## config.mk

```make
export PLATFORM = sky130hd
export DESIGN_NAME = mod_eac_adder
export DESIGN_NICKNAME = d
export VERILOG_FILES = /design/src/rtl/mod_add_pkg.sv /design/src/rtl/madd_preproc.sv /design/src/rtl/madd_cyclic_tree.sv /design/src/rtl/madd_postproc.sv /design/src/rtl/mod_eac_adder.sv
export SDC_FILE = /design/constraint.sdc
export NUM_CORES = 1
export LEC_CHECK = 0
export CAP_MARGIN = 15
export CORE_ASPECT_RATIO = 0.75
export CORE_MARGIN = 3
export CORE_UTILIZATION = 45
export CTS_CLUSTER_DIAMETER = 30
export CTS_CLUSTER_SIZE = 14
export DETAILED_ROUTE_END_ITERATION = 12
export DONT_BUFFER_PORTS = 1
export PLACE_DENSITY_LB_ADDON = 0.15
export REMOVE_ABC_BUFFERS = 1
export SLEW_MARGIN = 20
export SYNTH_ARGS = -nofsm -noshare
export SYNTH_HDL_FRONTEND = slang
export SYNTH_SLANG_ARGS = --single-unit
```

## constraint.sdc

```tcl
create_clock -name clk -period 0.8 [get_ports clk]
set_clock_uncertainty 0.05 [all_clocks]
set_input_delay 0.12 -clock clk [delete_from_list [all_inputs] [get_ports clk]]
set_output_delay 0.12 -clock clk [all_outputs]
set_load 0.1 [all_outputs]
```

## src/rtl/mod_add_pkg.sv

```systemverilog
package mod_add_pkg;

  typedef struct packed {
    logic g;
    logic p;
  } gp_t;

  // Prefix association: 'hi' covers the more significant span.
  function automatic gp_t gp_combine(gp_t hi, gp_t lo);
    gp_t r;
    r.g = hi.g | (hi.p & lo.g);
    r.p = hi.p & lo.p;
    return r;
  endfunction

endpackage

```

## src/rtl/madd_preproc.sv

```systemverilog
module madd_preproc #(
  parameter int N = 16
) (
  input  logic [N-1:0] a_i,
  input  logic [N-1:0] b_i,
  output logic [N-1:0] gen_o,
  output logic [N-1:0] prop_o,
  output logic [N-1:0] half_o
);

  for (genvar i = 0; i < N; i++) begin : g_bit
    always_comb begin
      gen_o[i]  = a_i[i] & b_i[i];
      prop_o[i] = a_i[i] | b_i[i];
      half_o[i] = a_i[i] ^ b_i[i];
    end
  end

endmodule

```

## src/rtl/madd_cyclic_tree.sv

```systemverilog
module madd_cyclic_tree
  import mod_add_pkg::*;
#(
  parameter int N = 16
) (
  input  logic [N-1:0] gen_i,
  input  logic [N-1:0] prop_i,
  output logic [N-1:0] carry_o
);

  // Each level doubles the span of every node, wrapping around the ring.
  // Spans wider than N stay correct because the operator is idempotent
  // on a full ring.
  localparam int LVLS = (N > 1) ? $clog2(N) : 1;

  gp_t node [0:LVLS][N-1:0];

  for (genvar i = 0; i < N; i++) begin : g_leaf
    always_comb begin
      node[0][i].g = gen_i[i];
      node[0][i].p = prop_i[i];
    end
  end

  for (genvar l = 0; l < LVLS; l++) begin : g_lvl
    localparam int SHIFT = (1 << l) % N;
    for (genvar i = 0; i < N; i++) begin : g_col
      localparam int J = (i + N - SHIFT) % N;
      always_comb begin
        node[l+1][i] = gp_combine(node[l][i], node[l][J]);
      end
    end
  end

  for (genvar i = 0; i < N; i++) begin : g_out
    always_comb begin
      carry_o[i] = node[LVLS][i].g;
    end
  end

endmodule

```

## src/rtl/madd_postproc.sv

```systemverilog
module madd_postproc #(
  parameter int N = 16
) (
  input  logic [N-1:0] half_i,
  input  logic [N-1:0] carry_i,
  output logic [N-1:0] sum_o
);

  // The carry into bit 0 is the ring carry of the top bit.
  for (genvar i = 0; i < N; i++) begin : g_bit
    localparam int K = (i + N - 1) % N;
    always_comb begin
      sum_o[i] = half_i[i] ^ carry_i[K];
    end
  end

endmodule

```

## src/rtl/mod_eac_adder.sv

```systemverilog
module mod_eac_adder #(
  parameter int N       = 16,
  parameter bit REG_OUT = 1'b1
) (
  input  logic         clk,
  input  logic         rst_n,
  input  logic [N-1:0] a_i,
  input  logic [N-1:0] b_i,
  output logic [N-1:0] s_o
);

  localparam logic [N-1:0] ALL1 = {N{1'b1}};
  localparam logic [N-1:0] ONE  = {{(N-1){1'b0}}, 1'b1};

  logic [N-1:0] gen_w;
  logic [N-1:0] prop_w;
  logic [N-1:0] half_w;
  logic [N-1:0] carry_w;
  logic [N-1:0] sum_w;

  madd_preproc #(.N(N)) u_pre (
    .a_i    (a_i),
    .b_i    (b_i),
    .gen_o  (gen_w),
    .prop_o (prop_w),
    .half_o (half_w)
  );

  madd_cyclic_tree #(.N(N)) u_tree (
    .gen_i   (gen_w),
    .prop_i  (prop_w),
    .carry_o (carry_w)
  );

  madd_postproc #(.N(N)) u_post (
    .half_i  (half_w),
    .carry_i (carry_w),
    .sum_o   (sum_w)
  );

  // Integer sum of the operands, used only by the checks below.
  logic [N:0] wide_w;
  assign wide_w = {1'b0, a_i} + {1'b0, b_i};

  p_no_wrap_r1: assert property (@(posedge clk) disable iff (!rst_n)
    !wide_w[N] |-> (sum_w == wide_w[N-1:0]));

  p_wrap_r2: assert property (@(posedge clk) disable iff (!rst_n)
    wide_w[N] |-> (sum_w == (wide_w[N-1:0] + ONE)));

  p_zero_enc_r3: assert property (@(posedge clk) disable iff (!rst_n)
    (wide_w == {1'b0, ALL1}) |-> (sum_w == ALL1));

  p_ones_operand_r4: assert property (@(posedge clk) disable iff (!rst_n)
    ((b_i == ALL1) && (a_i != '0)) |-> (sum_w == a_i));

  if (REG_OUT) begin : g_reg
    logic [N-1:0] s_d;
    logic [N-1:0] s_q;
    logic         primed_q;
    logic [N-1:0] model_w;

    always_comb begin
      s_d = sum_w;
    end

    always_ff @(posedge clk or negedge rst_n) begin
      if (!rst_n) begin
        s_q <= '0;
      end else begin
        s_q <= s_d;
      end
    end

    always_ff @(posedge clk or negedge rst_n) begin
      if (!rst_n) begin
        primed_q <= 1'b0;
      end else begin
        primed_q <= 1'b1;
      end
    end

    always_comb begin
      model_w = wide_w[N] ? (wide_w[N-1:0] + ONE) : wide_w[N-1:0];
    end

    assign s_o = s_q;

    p_latency_r6: assert property (@(posedge clk) disable iff (!rst_n)
      primed_q |-> (s_o == $past(model_w)));
  end else begin : g_comb
    assign s_o = sum_w;
  end

endmodule

```

==> impl_metrics.prom, run 1 <==
# TYPE chip_impl_metric gauge
chip_impl_info{name="cts-root-buf",value="sky130_fd_sc_hd__clkbuf_8"} 1
chip_impl_metric{name="synthSimpleGateAreaFrac",unit=""} 0.161
chip_impl_metric{name="cts-root-to-sink-buffers",unit=""} 2
chip_impl_metric{name="cts-buffers-inserted",unit=""} 3
chip_impl_metric{name="initial_antenna_violation_count",unit=""} 0
chip_impl_metric{name="port-buffer-count",unit=""} 0
chip_impl_info{name="synth.area.top_cells",value="sky130_fd_sc_hd__ha_1 (23%), sky130_fd_sc_hd__dfrtp_1 (22%), sky130_fd_sc_hd__inv_1 (7.5%)"} 1
chip_impl_metric{name="distinct_cell_type_count_of_the_synthesized_netlist",unit=""} 38
chip_impl_metric{name="die-height",unit="microns"} 61.6
chip_impl_metric{name="dp_hpwl",unit="microns"} 4560
chip_impl_metric{name="synth_mux_area_frac",unit=""} 0
chip_impl_metric{name="clock-sinks",unit=""} 16
chip_impl_metric{name="post_synth_fa_ha_maj_area_fraction",unit=""} 0.229
chip_impl_metric{name="synth_seq_cells",unit=""} 16
chip_impl_metric{name="async_flop_share",unit=""} 1.00
chip_impl_info{name="synth.top_cells.by_count",value="sky130_fd_sc_hd__inv_1 (37), sky130_fd_sc_hd__ha_1 (34), sky130_fd_sc_hd__nor2_1 (19)"} 1
chip_impl_info{name="ys.flop_type",value="sky130_fd_sc_hd__dfrtp_1"} 1
chip_impl_metric{name="netlist_area",unit="sq um"} 1860
chip_impl_metric{name="synth_xor_area_frac",unit=""} 0.0755
chip_impl_info{name="synth_top_area_cell",value="sky130_fd_sc_hd__ha_1"} 1
chip_impl_metric{name="std_cell_rows",unit=""} 19
chip_impl_metric{name="cts.htree.levels",unit=""} 1
chip_impl_info{name="last-stage-reached",value="global routing"} 1
chip_impl_metric{name="weighted_congestion_reported_at_the_end_of_routability_driven_placement",unit=""} 0.917
chip_impl_metric{name="synth-seq-area-share",unit=""} 0.216
chip_impl_info{name="postGrtWorstEndpoint",value="s_o[2]$_DFF_PN0_/D"} 1
chip_impl_info{name="toolErrorMsg",value="[ERROR DPL-0033] detailed placement checks failed during check placement."} 1
chip_impl_info{name="worst_endpoint_kind",value="sequential cell input"} 1
chip_impl_metric{name="number_of_flops_mapped_to_enable_cells_by_yosys",unit=""} 0
chip_impl_metric{name="die_width",unit="microns"} 80.2
chip_impl_info{name="synth_top_family_by_area",value="compound AO/OA/AOI/OAI gates"} 1
chip_impl_metric{name="synth.top_cell.area_share",unit=""} 0.229
chip_impl_metric{name="synth_cells",unit=""} 224
chip_impl_metric{name="syn_avg_cell_area",unit="sq um"} 8.29
chip_impl_info{name="most_frequently_used_cell_type_in_the_post_synthesis_netlist",value="sky130_fd_sc_hd__inv_1"} 1
chip_impl_metric{name="maximum_number_of_pins_on_one_net_before_global_route_repair",unit=""} 17
chip_impl_metric{name="ys.warnings.count",unit=""} 0
chip_impl_metric{name="boundaryPins",unit=""} 50
chip_impl_metric{name="floorplan.initialDensity",unit=""} 0.488
chip_impl_info{name="run_status",value="aborted with a tool error"} 1
chip_impl_metric{name="synth_compound_area_frac",unit=""} 0.232
==> cell families after synthesis <==
| family | Yosys count |
|---|---|
| buffers and inverters | 43 |
| xor gates and xnor gates | 16 |
| and+or+nand+nor | 59 |
| adders and majority gates | 34 |
| DFF | 16 |
| AOI/OAI and AO/OA | 56 |
==> through the flow <==
stage                     cells  worst slack (ps)  setup TNS, ps  utilization  instance area [sq um]
after CTS                   346              -477         -13980        0.910                   3460
after detailed placement    334              -976         -14140        0.672                   2560
after global placement      334              -957         -14090        0.672                   2560
after floorplan             224              -765         -14910            -                   1860
==> what timing repair did <==
item                                   4_1_cts
gates resized for setup                    197
buffers inserted                             8
cloned                                       0
hold buffers                                 1
endpoints found under the hold margin       16
setup endpoints to repair                   32
pin swaps                                   54
==> run 2: changes to the inputs <==
- CORE_ASPECT_RATIO: 0.75 -> default
- CORE_UTILIZATION: 45 -> 30
- CTS_CLUSTER_DIAMETER: 30 -> default
- CTS_CLUSTER_SIZE: 14 -> default
- clock period: 0.8 -> 1 ns (I/O delays scaled with it)
==> run 2 against run 1 <==
Net effect: the flow now finishes, with violations (negative setup slack); area after synthesis unchanged; synthesized cell count unchanged.
==> impl_metrics.prom, run 2 <==
# TYPE chip_impl_metric gauge
chip_impl_info{name="run_status",value="complete, but fails checks"} 1
chip_impl_info{name="violations",value="negative setup slack"} 1
chip_impl_metric{name="first_pass_grt_wire_length",unit="microns"} 10500
chip_impl_metric{name="post_drt_wl_per_cell",unit="microns"} 16.8
chip_impl_metric{name="std_cell_rows",unit=""} 28
chip_impl_metric{name="boundaryPins",unit=""} 50
chip_impl_metric{name="synth-seq-area-share",unit=""} 0.216
chip_impl_metric{name="slew-limit-headroom",unit=""} 0.438
chip_impl_metric{name="number_of_flops_mapped_to_enable_cells_by_yosys",unit=""} 0
chip_impl_metric{name="nNetsFinal",unit=""} 382
chip_impl_metric{name="cts.htree.levels",unit=""} 1
chip_impl_metric{name="fin_ws",unit="ps"} -364
chip_impl_metric{name="power.share.sequential",unit=""} 0.189
chip_impl_metric{name="core_area",unit="sq um"} 5960
chip_impl_metric{name="maximum_number_of_pins_on_one_net_before_global_route_repair",unit=""} 17
chip_impl_metric{name="cts-root-to-sink-buffers",unit=""} 2
chip_impl_metric{name="placed_cell_area",unit="sq um"} 2620
chip_impl_metric{name="comb_power_share",unit=""} 0.702
chip_impl_info{name="synth.area.top_cells",value="sky130_fd_sc_hd__ha_1 (23%), sky130_fd_sc_hd__dfrtp_1 (22%), sky130_fd_sc_hd__inv_1 (7.5%)"} 1
chip_impl_metric{name="critPathBufInv",unit=""} 2
chip_impl_metric{name="number_of_hold_slack_violations_in_the_final_timing_report",unit=""} 0
chip_impl_metric{name="vias_per_cell",unit=""} 4.88
chip_impl_info{name="crit_slowest_cell",value="sky130_fd_sc_hd__nor4_4"} 1
chip_impl_metric{name="ant_nets",unit=""} 0
chip_impl_metric{name="irDropWorstVdd",unit="uV"} 874
chip_impl_metric{name="timing.final.crit_period",unit="ps"} 1360
chip_impl_metric{name="syn_avg_cell_area",unit="sq um"} 8.29
chip_impl_metric{name="async_flop_share",unit=""} 1.00
chip_impl_metric{name="power.share.switching",unit=""} 0.494
chip_impl_info{name="setup_repair_after_global_routing_missed_its_margin",value="true"} 1
chip_impl_info{name="tritoncts",value="built"} 1
chip_impl_metric{name="die-height",unit="microns"} 84.7
chip_impl_metric{name="drtPass1Iterations",unit=""} 4
chip_impl_info{name="most_frequently_used_cell_type_in_the_post_synthesis_netlist",value="sky130_fd_sc_hd__inv_1"} 1
chip_impl_info{name="ys.flop_type",value="sky130_fd_sc_hd__dfrtp_1"} 1
chip_impl_metric{name="clock-sinks",unit=""} 16
chip_impl_metric{name="timing.final.setup_violations",unit=""} 32
chip_impl_info{name="worstSetupPathType",value="input port to flop"} 1
chip_impl_metric{name="die_area",unit="sq um"} 7170
chip_impl_metric{name="grtUsageTotal",unit=""} 0.185
chip_impl_info{name="synth_top_area_cell",value="sky130_fd_sc_hd__ha_1"} 1
chip_impl_metric{name="clkPwrFrac",unit=""} 0.109
chip_impl_metric{name="max_freq",unit="MHz"} 733
chip_impl_metric{name="final_cell_area",unit="sq um"} 3860
chip_impl_info{name="highest_count_cells_in_the_layout_ignoring_fill_and_taps",value="sky130_fd_sc_hd__buf_4 (50), sky130_fd_sc_hd__ha_4 (20), sky130_fd_sc_hd__buf_12 (17), sky130_fd_sc_hd__buf_6 (17), sky130_fd_sc_hd__dfrtp_1 (16)"} 1
chip_impl_info{name="synth.top_cells.by_count",value="sky130_fd_sc_hd__inv_1 (37), sky130_fd_sc_hd__ha_1 (34), sky130_fd_sc_hd__nor2_1 (19)"} 1
chip_impl_metric{name="critPathMaxStageDelay",unit="ps"} 310
chip_impl_metric{name="dp_hpwl",unit="microns"} 4700
chip_impl_info{name="cp_capture_type",value="flop"} 1
chip_impl_metric{name="leakagePower",unit="nW"} 1.58
chip_impl_metric{name="netlist_area",unit="sq um"} 1860
chip_impl_metric{name="p_int",unit="W"} 0.00251
chip_impl_metric{name="n_antenna_cell",unit=""} 0
chip_impl_metric{name="vias_after_detailed_routing",unit=""} 1889
chip_impl_metric{name="p_per_area",unit="nW/um^2"} 1290
chip_impl_metric{name="initial_antenna_violation_count",unit=""} 0
chip_impl_metric{name="postLayoutCoreUtil",unit=""} 0.647
chip_impl_metric{name="port-buffer-count",unit=""} 0
chip_impl_info{name="critPathLaunchType",value="input port"} 1
chip_impl_metric{name="worst-endpoint-required",unit="ps"} 1130
chip_impl_metric{name="p_total",unit="W"} 0.00497
chip_impl_metric{name="die_width",unit="microns"} 84.7
chip_impl_metric{name="first_global_vias",unit=""} 2070
chip_impl_metric{name="period_share",unit=""} 1.36
chip_impl_metric{name="drt_iter0_markers",unit=""} 60
chip_impl_info{name="critical_path_cell_sequence",value="inv_12 -> ha_4 -> buf_6 -> or2_4 -> nor4_4 -> a211oi_4 -> o211ai_2 -> xor2_1"} 1
chip_impl_metric{name="power_switching",unit="W"} 0.00246
chip_impl_metric{name="ys.warnings.count",unit=""} 0
chip_impl_metric{name="drv.max_cap_violation_count",unit=""} 0
chip_impl_metric{name="detail_route.wirelength",unit="microns"} 6500
chip_impl_info{name="worst_setup_path_startpoint",value="b_i[12]"} 1
chip_impl_metric{name="synth_cells",unit=""} 224
chip_impl_metric{name="areaGrowthSynthToFinish",unit="%"} 108
chip_impl_metric{name="cts-buffers-inserted",unit=""} 3
chip_impl_metric{name="drc_errors",unit=""} 0
chip_impl_info{name="cts-root-buf",value="sky130_fd_sc_hd__clkbuf_8"} 1
chip_impl_metric{name="critPathMaxFanout",unit=""} 3
chip_impl_info{name="layout.cells.most_common",value="sky130_fd_sc_hd__buf_4"} 1
chip_impl_metric{name="synth_seq_cells",unit=""} 16
chip_impl_metric{name="worst_setup_hold_path_clk_slew",unit="ps"} 80
chip_impl_metric{name="distinct_cell_type_count_of_the_synthesized_netlist",unit=""} 38
chip_impl_info{name="holdCritPathClass",value="input port to async pin"} 1
chip_impl_metric{name="floorplan.initialDensity",unit=""} 0.312
chip_impl_metric{name="largest_register_ffs",unit=""} 16
chip_impl_metric{name="synth.top_cell.area_share",unit=""} 0.229
chip_impl_metric{name="timing.critical_path.arrival",unit="ps"} 1490
chip_impl_metric{name="tightest_slew",unit="ps"} 844
chip_impl_metric{name="globalRouteOverflowTotal",unit=""} 0
chip_impl_metric{name="timing.final.max_slew_violations",unit=""} 0
chip_impl_metric{name="final_layout_size_suffix_gt1_frac",unit=""} 0.712
chip_impl_info{name="cpLargestDelayFamily",value="simple AND/OR/NAND/NOR gates"} 1
chip_impl_metric{name="weighted_congestion_reported_at_the_end_of_routability_driven_placement",unit=""} 0.822
[run 2: cell counts after synthesis]
No cell type changed its count.
[run 2: timing repair]
item	CTS	global route
resized for setup	192	45
endpoints found under the hold margin	16	0
hold buffers	1	0
endpoints found under the setup margin	32	48
setup buffers	13	11
pin swaps	55	48
[run 2: final cells by class]
type	count	area, sq um
Sequential cell	16	400
Multi-Input combinational cell	165	2100
Tap cell	75	93.8
Inverter	43	300
Timing Repair Buffer	85	920
Fill cell	465	2100
Clock buffer	3	41.3
[run 2: logic make-up (layout without fill, tap and decap cells)]
family	after synthesis	after routing	synth area share
flip-flops	16	16	0.216
AND/OR/NAND/NOR	59	59	0.161
adder cells (fa/ha/maj)	34	34	0.229
buffers and inverters	43	131	0.0869
AO/OA/AOI/OAI	56	56	0.232
XOR/XNOR	16	16	0.0755
[run 2: final timing paths]
check	slack (ps)	depth (start not counted)	end
max	-360	8	s_o[2]
min	10	1	s_o[11]
max in group asynchronous	370	1	s_o[4]
min in group clk	60	3	s_o[12]
[run 2: layer usage]
layer | part of all wire | track usage | wire length [microns] | vias up
li1 | - | - | - | 931
met1 | 0.45 | 0.246 | 2900 | 909
met2 | 0.51 | 0.324 | 3320 | 43
met3 | 0.036 | 0.0196 | 231 | 6
met4 | 0.0077 | 0.0403 | 50 | 0
met5 | 0 | 0 | 0 | -
[run 2: power groups by stage]
stage	logic [W]	clock network, W	registers (W)
after detailed placement	0.00281	0	0.000954
after floorplan	0.000626	0	0.00200
after global placement	0.00281	0	0.000955
final	0.00349	0.000541	0.000939
after CTS	0.00333	0.000545	0.000943
after global routing	0.00363	0.000579	0.000959
[run 2: per-stage QoR]
step | hold slack [ps] | worst slack (ps) | std cells | TNS, ps
after global placement | -195 | -954 | 362 | -12600
after global routing | 69.6 | -428 | 387 | -6920
final | 12.9 | -364 | 387 | -5620
after CTS | 66.1 | -413 | 377 | -7380
after floorplan | -196 | -595 | 224 | -9470
after detailed placement | -195 | -899 | 362 | -12500
(Power assumes the default switching activity.)
